[src/rtl/rfr_pkg.sv]
package rfr_pkg;
  // request kinds; lower value wins arbitration
  typedef enum logic [1:0] {K_HDR = 2'd0, K_TRL = 2'd1, K_USR = 2'd2, K_RD = 2'd3} kind_e;
  localparam int NKIND = 4;
  typedef enum logic [2:0] {S_IDLE, S_HEAD, S_CNT, S_DSUB, S_PAY, S_TAIL} st_e;
endpackage

[src/rtl/rfr_pending.sv]
module rfr_pending
  import rfr_pkg::*;
#(
  parameter int NK = NKIND
) (
  input  logic          clk,
  input  logic          rst,
  input  logic [NK-1:0] set_i,
  input  logic [NK-1:0] clr_i,
  output logic [NK-1:0] pend_o,
  output kind_e         sel_o,
  output logic          any_o
);
  logic [NK-1:0] pend_q;

  generate
    for (genvar k = 0; k < NK; k++) begin : g_req
      always_ff @(posedge clk) begin
        if (rst)           pend_q[k] <= 1'b0;
        else if (set_i[k]) pend_q[k] <= 1'b1;
        else if (clr_i[k]) pend_q[k] <= 1'b0;
      end
    end
  endgenerate

  always_comb begin
    sel_o = K_RD;
    for (int k = NK - 1; k >= 0; k--) begin
      if (pend_q[k]) sel_o = kind_e'(2'(k));
    end
  end

  assign pend_o = pend_q;
  assign any_o  = |pend_q;
endmodule

[src/rtl/rfr_sequencer.sv]
module rfr_sequencer
  import rfr_pkg::*;
#(
  parameter int          DW       = 8,
  parameter logic [DW-1:0] HDR_BYTE = 8'hA5,
  parameter logic [DW-1:0] TRL_BYTE = 8'h5A
) (
  input  logic          clk,
  input  logic          rst,
  input  logic          any_i,
  input  kind_e         kind_i,
  input  logic [DW-1:0] cnt_i,
  input  logic [DW-1:0] dsub_i,
  input  logic [DW-1:0] stat_i,
  input  logic [DW-1:0] data_i,
  input  logic          txe_n_i,
  output logic          idle_o,
  output kind_e         kind_o,
  output logic          done_o,
  output logic          wr_o,
  output logic          pop_o,
  output logic [DW-1:0] dout_o
);
  st_e           st_q;
  kind_e         kind_q;
  logic [DW-1:0] cnt_q, dsub_q, stat_q, left_q, dout_q, cur;
  logic          wr_q, pop_q, issue;

  assign issue = (st_q != S_IDLE) && !txe_n_i && !wr_q;

  always_comb begin
    unique case (st_q)
      S_HEAD:  cur = HDR_BYTE;
      S_CNT:   cur = cnt_q;
      S_DSUB:  cur = dsub_q;
      S_PAY:   cur = (kind_q == K_RD) ? data_i : stat_q;
      S_TAIL:  cur = TRL_BYTE;
      default: cur = '0;
    endcase
  end

  always_ff @(posedge clk) begin
    if (rst) begin
      st_q   <= S_IDLE;
      kind_q <= K_HDR;
      cnt_q  <= '0;
      dsub_q <= '0;
      stat_q <= '0;
      left_q <= '0;
      wr_q   <= 1'b0;
      pop_q  <= 1'b0;
      dout_q <= '0;
    end else begin
      wr_q  <= issue;
      pop_q <= issue && (st_q == S_PAY) && (kind_q == K_RD);
      if (issue) dout_q <= cur;
      unique case (st_q)
        S_IDLE: if (any_i) begin
          st_q   <= S_HEAD;
          kind_q <= kind_i;
          cnt_q  <= cnt_i;
          dsub_q <= dsub_i;
          stat_q <= stat_i;
          left_q <= cnt_i;
        end
        S_HEAD: if (issue) st_q <= S_CNT;
        S_CNT:  if (issue) st_q <= S_DSUB;
        S_DSUB: if (issue) st_q <= S_PAY;
        S_PAY:  if (issue) begin
          if (left_q == '0) st_q <= S_TAIL;
          else              left_q <= left_q - 1'b1;
        end
        S_TAIL: if (issue) st_q <= S_IDLE;
        default: st_q <= S_IDLE;
      endcase
    end
  end

  assign idle_o = (st_q == S_IDLE);
  assign kind_o = kind_q;
  assign done_o = issue && (st_q == S_TAIL);
  assign wr_o   = wr_q;
  assign pop_o  = pop_q;
  assign dout_o = dout_q;


  wr_gate_chk: assert property (@(posedge clk) disable iff (rst) wr_q |-> $past(!txe_n_i));

  wr_single_chk: assert property (@(posedge clk) disable iff (rst) wr_q |=> !wr_q);

  pop_with_wr_chk: assert property (@(posedge clk) disable iff (rst) pop_q |-> wr_q);

  kind_hold_chk: assert property (@(posedge clk) disable iff (rst)
    (st_q != S_IDLE) && $past(st_q != S_IDLE) |-> $stable(kind_q));
endmodule

[src/rtl/rfr_framer.sv]
module rfr_framer
  import rfr_pkg::*;
#(
  parameter int            DW       = 8,
  parameter logic [DW-1:0] HDR_BYTE = 8'hA5,
  parameter logic [DW-1:0] TRL_BYTE = 8'h5A,
  parameter logic [DW-1:0] ST_HDR   = 8'h01,
  parameter logic [DW-1:0] ST_TRL   = 8'h02
) (
  input  logic          clk,
  input  logic          rst,
  input  logic          hdr_err_i,
  input  logic          trl_err_i,
  input  logic [DW-2:0] last_sub_i,
  input  logic          usr_irq_i,
  input  logic [DW-1:0] usr_status_i,
  input  logic          rd_req_i,
  input  logic [DW-1:0] rd_len_i,
  input  logic [DW-2:0] rd_sub_i,
  input  logic [DW-1:0] rd_data_i,
  output logic          rd_pop_o,
  input  logic          txe_n_i,
  output logic          wr_o,
  output logic [DW-1:0] dout_o
);
  localparam int            SW      = DW - 1;
  localparam logic [SW-1:0] USR_SUB = {SW{1'b1}};

  logic [DW-1:0] usr_st_q, rd_len_q;
  logic [SW-1:0] rd_sub_q;
  logic [NKIND-1:0] set_v, clr_v, pend;
  kind_e sel, cur_kind;
  logic any, done, idle;
  logic [DW-1:0] f_cnt, f_dsub, f_stat;

  always_ff @(posedge clk) begin
    if (rst) begin
      usr_st_q <= '0;
      rd_len_q <= '0;
      rd_sub_q <= '0;
    end else begin
      if (usr_irq_i) usr_st_q <= usr_status_i;
      if (rd_req_i) begin
        rd_len_q <= rd_len_i;
        rd_sub_q <= rd_sub_i;
      end
    end
  end

  assign set_v = {rd_req_i, usr_irq_i, trl_err_i, hdr_err_i};

  generate
    for (genvar k = 0; k < NKIND; k++) begin : g_clr
      assign clr_v[k] = done && (cur_kind == kind_e'(2'(k)));
    end
  endgenerate

  rfr_pending #(.NK(NKIND)) u_pend (
    .clk(clk), .rst(rst), .set_i(set_v), .clr_i(clr_v),
    .pend_o(pend), .sel_o(sel), .any_o(any)
  );

  always_comb begin
    f_cnt  = (sel == K_RD) ? rd_len_q : '0;
    unique case (sel)
      K_HDR:   begin f_dsub = {1'b0, last_sub_i}; f_stat = ST_HDR;   end
      K_TRL:   begin f_dsub = {1'b0, last_sub_i}; f_stat = ST_TRL;   end
      K_USR:   begin f_dsub = {1'b0, USR_SUB};    f_stat = usr_st_q; end
      default: begin f_dsub = {1'b1, rd_sub_q};   f_stat = '0;       end
    endcase
  end

  rfr_sequencer #(.DW(DW), .HDR_BYTE(HDR_BYTE), .TRL_BYTE(TRL_BYTE)) u_seq (
    .clk(clk), .rst(rst), .any_i(any), .kind_i(sel),
    .cnt_i(f_cnt), .dsub_i(f_dsub), .stat_i(f_stat), .data_i(rd_data_i),
    .txe_n_i(txe_n_i), .idle_o(idle), .kind_o(cur_kind), .done_o(done),
    .wr_o(wr_o), .pop_o(rd_pop_o), .dout_o(dout_o)
  );


  prio_hdr_chk: assert property (@(posedge clk) disable iff (rst)
    idle && pend[K_HDR] |=> cur_kind == K_HDR);

  prio_rd_last_chk: assert property (@(posedge clk) disable iff (rst)
    idle && pend[K_RD] && (pend[K_HDR] || pend[K_TRL] || pend[K_USR]) |=> cur_kind != K_RD);
endmodule

[config.mk]
export PLATFORM = sky130hd
export DESIGN_NAME = rfr_framer
export DESIGN_NICKNAME = d
export VERILOG_FILES = /design/src/rtl/rfr_pkg.sv /design/src/rtl/rfr_pending.sv /design/src/rtl/rfr_sequencer.sv /design/src/rtl/rfr_framer.sv
export SDC_FILE = /design/constraint.sdc
export NUM_CORES = 1
export LEC_CHECK = 0
export BUFFER_PORTS_ARGS = -buffer_cell sky130_fd_sc_hd__buf_2
export CORE_ASPECT_RATIO = 0.5
export CORE_MARGIN = 2
export CORE_UTILIZATION = 40
export CTS_CLUSTER_DIAMETER = 40
export DETAILED_ROUTE_END_ITERATION = 7
export SETUP_SLACK_MARGIN = 0.02
export SYNTH_ARGS = -nofsm -noshare
export SYNTH_HDL_FRONTEND = slang
export SYNTH_SLANG_ARGS = --single-unit
[constraint.sdc]
create_clock -name clk -period 2.4 [get_ports clk]
set_input_delay 0.72 -clock clk [delete_from_list [all_inputs] [get_ports clk]]
set_output_delay 0.72 -clock clk [all_outputs]
set_load 0.05 [all_outputs]
Word-level counts from Yosys, hierarchy flattened
Cells that the tools add are included.
Widths: inputs -> output; s select.

word-level totals
  bits in registers = 74
  input bits = 45
  output and inout port bits = 10
  word-level logic and storage cells = 90

operators by class
  $add $sub $neg = 1
  equality and inequality tests = 19
  multiplexer cells = 28
  reduce and logical (&&, ||, !) cells = 26

operators by type and width
  operator             number
  $mux 8               5
  $pmux 8 s5           1
  $pmux 8 s2           2
  $pmux 8 s3           1
  $mux 3               7
  $pmux 3 s6           1
  $ne 2x1->1 const B   5
  $reduce_bool 2->1    5
  $logic_and 1x1->1    9
  $mux 1               9
  $eq 2x2->1 const B   4
  $logic_not 8->1      1
  $sub 8x1->8 const B  1
  $reduce_and 7->1     1
  $eq 3x2->1 const B   2
  $eq 3x3->1 const B   2
  $ne 2x2->1 const B   3
  $eq 2x1->1 const B   2
  $logic_not 2->1      2
  $mux 2               2
  $reduce_and 4->1     1
  $reduce_or 4->1      1
  $eq 3x1->1 const B   1
  $logic_not 3->1      1
  4 further kinds      5

Logic depth before layout (Yosys ltp)
  depth after elaboration = 7
  depth in mapped cells = 7
  depth with buffers taken out = 6

Cells and area by module
A second synthesis with hierarchy kept.

unflattened totals
  cells, all modules = 430
  area total of the unflattened synthesis = 3,601.0 µm²

modules (own cells, without submodules)
  module         times used  cells an instance  area each (µm²)
  rfr_sequencer  1           285                2,259.7
  rfr_framer     1           124                1,181.1
  rfr_pending    1           21                 160.2

Least setup slack after synthesis
No wires, ideal clock.

  path type = input port to flip-flop
  start = input txe_n_i
  end = register u_seq.left_q[5]
  setup time = 0.085 ns
  data arrival time = 1.780 ns
  path slack = 0.535 ns
  cell stages on the path = 5
  path buffers = 1
  path through = nor2_1 -> o211ai_4 -> buf_6 -> a221o_1 -> o31ai_2

between the ends
  cells in the longest elaborated chain, start to end = 5

RTL lines
  item                               line                 text
  start, declared                    rfr_framer.sv:22     input logic txe_n_i,
  $logic_not 1->1                    rfr_sequencer.sv:29  assign issue = (st_q != S_IDLE) && !txe_n_i && !wr_q;
  $logic_and 1x1->1 (2 in series)    rfr_sequencer.sv:29
  $ne 2x1->1 (no source line)        n/a
  $reduce_and 4->1 (no source line)  n/a
  end signal, assigned               rfr_sequencer.sv:64  left_q <= cnt_i;
  end signal, assigned               rfr_sequencer.sv:71  else left_q <= left_q - 1'b1;
  end, declared                      rfr_sequencer.sv:26  logic [DW-1:0] cnt_q, dsub_q, stat_q, left_q, dout_q, cur;

No other way between the ends.
A chain may end at the register's enable or synchronous reset.

Worst setup path after layout
  start = register u_seq.left_q[0]
  end = register u_seq.left_q[7]

between the ends
  cells in the longest elaborated chain, start to end = 4

RTL lines
  item         line                 text
  $sub 8x1->8  rfr_sequencer.sv:71
  $mux 8       rfr_sequencer.sv:70  if (left_q == '0) st_q <= S_TAIL;
  $mux 8       rfr_sequencer.sv:69  S_PAY: if (issue) begin
  $pmux 8 s2   rfr_sequencer.sv:57  unique case (st_q)

Several ways; a longest one is shown, not always the timed one. The select of a mux whose other input is x is not followed.

==> impl_metrics.json <==
{
  "status": "complete, no violations",
  "clk_latency_ns": 0.34,
  "synth_warnings": 0,
  "synth_common_cells": "dfxtp_1 (74), nor2_1 (43), a21oi_1 (38)",
  "clock-root-buffer": "clkbuf_16",
  "finalCriticalPeriod_ns": 1.90,
  "wl_microns": 8400,
  "clk_pin_slew_ns": 0.06,
  "ys_seq_area_share_pct": 43.5,
  "die_area_sq_mm": 0.00931,
  "grt.total_usage_pct": 18.9,
  "htreeDepth": 3,
  "grt_pass1_vias": 2681,
  "seqPwrFrac_pct": 39.4,
  "cts_hold_buf": 0,
  "cts_buffer_depth": 2,
  "antenna_found_initial": 0,
  "p_per_area_mw_per_mm2": 892,
  "cts_setup_buffers": 0,
  "start_util_pct": 42.0,
  "hold_ws_ns": 0.449,
  "core_sq_mm": 0.00812,
  "drc_errors": 0,
  "path_class": "flop to flop",
  "p_leak_nw": 1.66,
  "drive_above_1_share_pct": 21.0,
  "min_from": "u_seq.dsub_q[2]$_SDFFE_PP0P_",
  "critPathLaunchType": "flop",
  "syn_to_final_growth_pct": 20.0,
  "max_stage_delay_ns": 0.49,
  "postSynthAreaPerCell_sq_um": 8.75,
  "synth_edf_count": 0,
  "io_pins": 55,
  "crit_chain": "inv_1 -> ha_1 -> or4b_4 -> o211ai_4 -> nand2_2 -> a32o_1",
  "synth_cell_type_count": 50,
  "worst_hold_path.num_cells": 2,
  "reg2reg_to": "u_seq.left_q[7]$_SDFFE_PP0P_",
  "drtPass1Iterations": 4,
  "cts_sinks": 74,
  "setup_tns_ns": 0,
  "post_drt_wl_per_cell_microns": 15.3,
  "ys.flop_type": "dfxtp_1",
  "worstPathArrival_ns": 2.13,
  "die_h_microns": 69.2,
  "fin_cells": 551,
  "place_inst": 535,
  "netlist_area_sq_mm": 0.00340,
  "first_iter_violations": 157,
  "grt_pass1_wl_microns": 13800,
  "r2r_slack_ns": 0.50,
  "crit_path_top_delay_cell": "or4b_4",
  "place.gp.congestion": 0.774,
  "cp.required_ns": 2.63,
  "final.setup_skew_ns": 0.00741,
  "io_buffers": 54,
  "synth_nets": 436,
  "vias_per_cell": 5.33,
  "rr_worst_depth": 6,
  "vdd_drop_max_mv": 0.456,
  "r2r_start": "u_seq.left_q[0]$_SDFFE_PP0P_",
  "yosys.area.top_type": "dfxtp_1",
  "p_clk_share_pct": 39.1,
  "rsz0062_at_grt": "no",
  "grt_max_degree": 52,
  "synth.top_cell.area_share_pct": 43.5,
  "worst_pin_slew_ns": 0.657,
  "drv_slew": 0,
  "setup_viol": 0,
  "internal_power_mw": 2.55,
  "switchingPower_mw": 1.10,
  "hold_path_class": "flop to flop",
  "netSwitchingFraction_pct": 30.1,
  "gr-total-overflow": 0,
  "hold_end": "u_seq.dsub_q[2]$_SDFFE_PP0P_",
  "fin_util_pct": 50.4,
  "std_cell_rows": 23,
  "die_x_microns": 134,
  "crit_path_max_fanout": 14,
  "hold_viol_final": 0,
  "netlist_instances": 389,
  "fmax_ghz": 0.527,
  "cts_tree": "done",
  "post_cts_resized": 0,
  "p_comb_share_pct": 21.5,
  "cap_violations": 0,
  "dr_total_vias": 2935,
  "numCtsBuffers": 9,
  "postRouteAntennaNets": 0,
  "fin_total_pwr_mw": 3.64,
  "synth_most_common_cell": "dfxtp_1",
  "nets": 481,
  "async_flop_share_pct": 0,
  "ys_ff_latch": 74,
  "dpl.hpwl_microns": 5930,
  "max_slew_margin_pct": 56.0,
  "synth_area_leaders": "dfxtp_1 (44%), mux2i_1 (8.2%), a21oi_1 (5.6%), nor2_1 (4.7%), nand3_1 (3.7%)",
  "critPathCaptureType": "flop",
  "num_antenna_cells": 0,
  "min_period_over_period_pct": 79.1
}
final cells by class:
type,count,area (sq um)
Fill cell,822,4030
Clock inverter,5,78.8
Clock buffer,11,233
Multi-Input combinational cell,274,1730
Sequential cell,74,1480
Inverter,9,33.8
Tap cell,112,140
Timing Repair Buffer,66,385
cell families after synthesis:
group | share of synthesized area, %
AOI/OAI and AO/OA | 19.4
adders and majority gates | 0.735
and+or+nand+nor | 21.0
xor gates and xnor gates | 0.257
buffers and inverters | 5.55
DFF | 43.5
muxes | 9.56
worst max-delay path: cells and delay by family (launching register included):
family | cells | cell delay [ns]
AOI/OAI and AO/OA | 2 | 0.64
adders and majority gates | 1 | 0.15
and+or+nand+nor | 2 | 0.57
buffers and inverters | 1 | 0.11
DFF | 1 | 0.33
power by group through the flow:
| stage | Clock, mW | Sequential, mW | Combinational, mW |
|---|---|---|---|
| global route | 1.51 | 1.45 | 0.862 |
| CTS | 1.45 | 1.44 | 0.786 |
| finish | 1.43 | 1.44 | 0.783 |
| global placement | 0 | 1.46 | 0.783 |
| detailed placement | 0 | 1.46 | 0.783 |
| floorplan | 0 | 1.50 | 0.513 |
registers in the layout, summed over array words and instances, names as in the netlist, 2 cells and up:
| name | count |
|---|---|
| u_seq.left_q | 8 |
| usr_st_q | 8 |
| u_seq.stat_q | 8 |
| rd_sub_q | 7 |
| u_seq.st_q | 3 |
| u_seq.dout_o | 8 |
| rd_len_q | 8 |
| u_seq.cnt_q | 8 |
| u_seq.kind_o | 2 |
| u_pend.pend_o | 4 |
| u_seq.dsub_q | 8 |
metal layers:
layer | up-vias | track usage (%) | part of all wire (%)
li1 | 1490 | - | -
met1 | 1383 | 28.0 | 52
met2 | 53 | 25.9 | 42
met3 | 9 | 6.51 | 4.7
met4 | 0 | 4.91 | 1.2
met5 | - | 0 | 0
worst max-delay path by stage:
stage	start	endpoint	depth (start not counted)
3_5_place_dp	txe_n_i	u_seq.left_q[7]$_SDFFE_PP0P_	5
4_1_cts	u_seq.left_q[0]$_SDFFE_PP0P_	u_seq.left_q[7]$_SDFFE_PP0P_	6
3_3_place_gp	txe_n_i	u_seq.left_q[7]$_SDFFE_PP0P_	5
2_1_floorplan	txe_n_i	u_seq.left_q[5]$_SDFFE_PP0P_	5
6_report	u_seq.left_q[0]$_SDFFE_PP0P_	u_seq.left_q[7]$_SDFFE_PP0P_	6
5_1_grt	u_seq.left_q[0]$_SDFFE_PP0P_	u_seq.left_q[7]$_SDFFE_PP0P_	6
through the flow:
step / setup WS [ns] / cell area (sq um)
finish: 0.503 / 4090
CTS: 0.501 / 4090
detailed placement: 0.325 / 3770
global route: 0.388 / 4090
floorplan: 0.535 / 3400
global placement: 0.344 / 3770
placed cells by master, fill, tap and decap left out, types with 3 or more instances in the layout:
cell / count
and3_1: 5
a221oi_1: 3
nor3_1: 9
o21ai_0: 6
nand3_1: 25
nand2b_1: 11
mux2i_1: 28
o31ai_1: 3
or3_1: 5
a21oi_1: 38
clkbuf_16: 9
buf_4: 10
o221ai_1: 8
a211oi_1: 10
a221o_1: 5
inv_1: 9
dfxtp_1: 74
mux2_2: 4
nor2_1: 43
buf_2: 54
nand2_1: 29
a22o_1: 4
o22a_1: 4
nor2b_1: 3
Note: power is estimated with default switching activity, not from simulation.
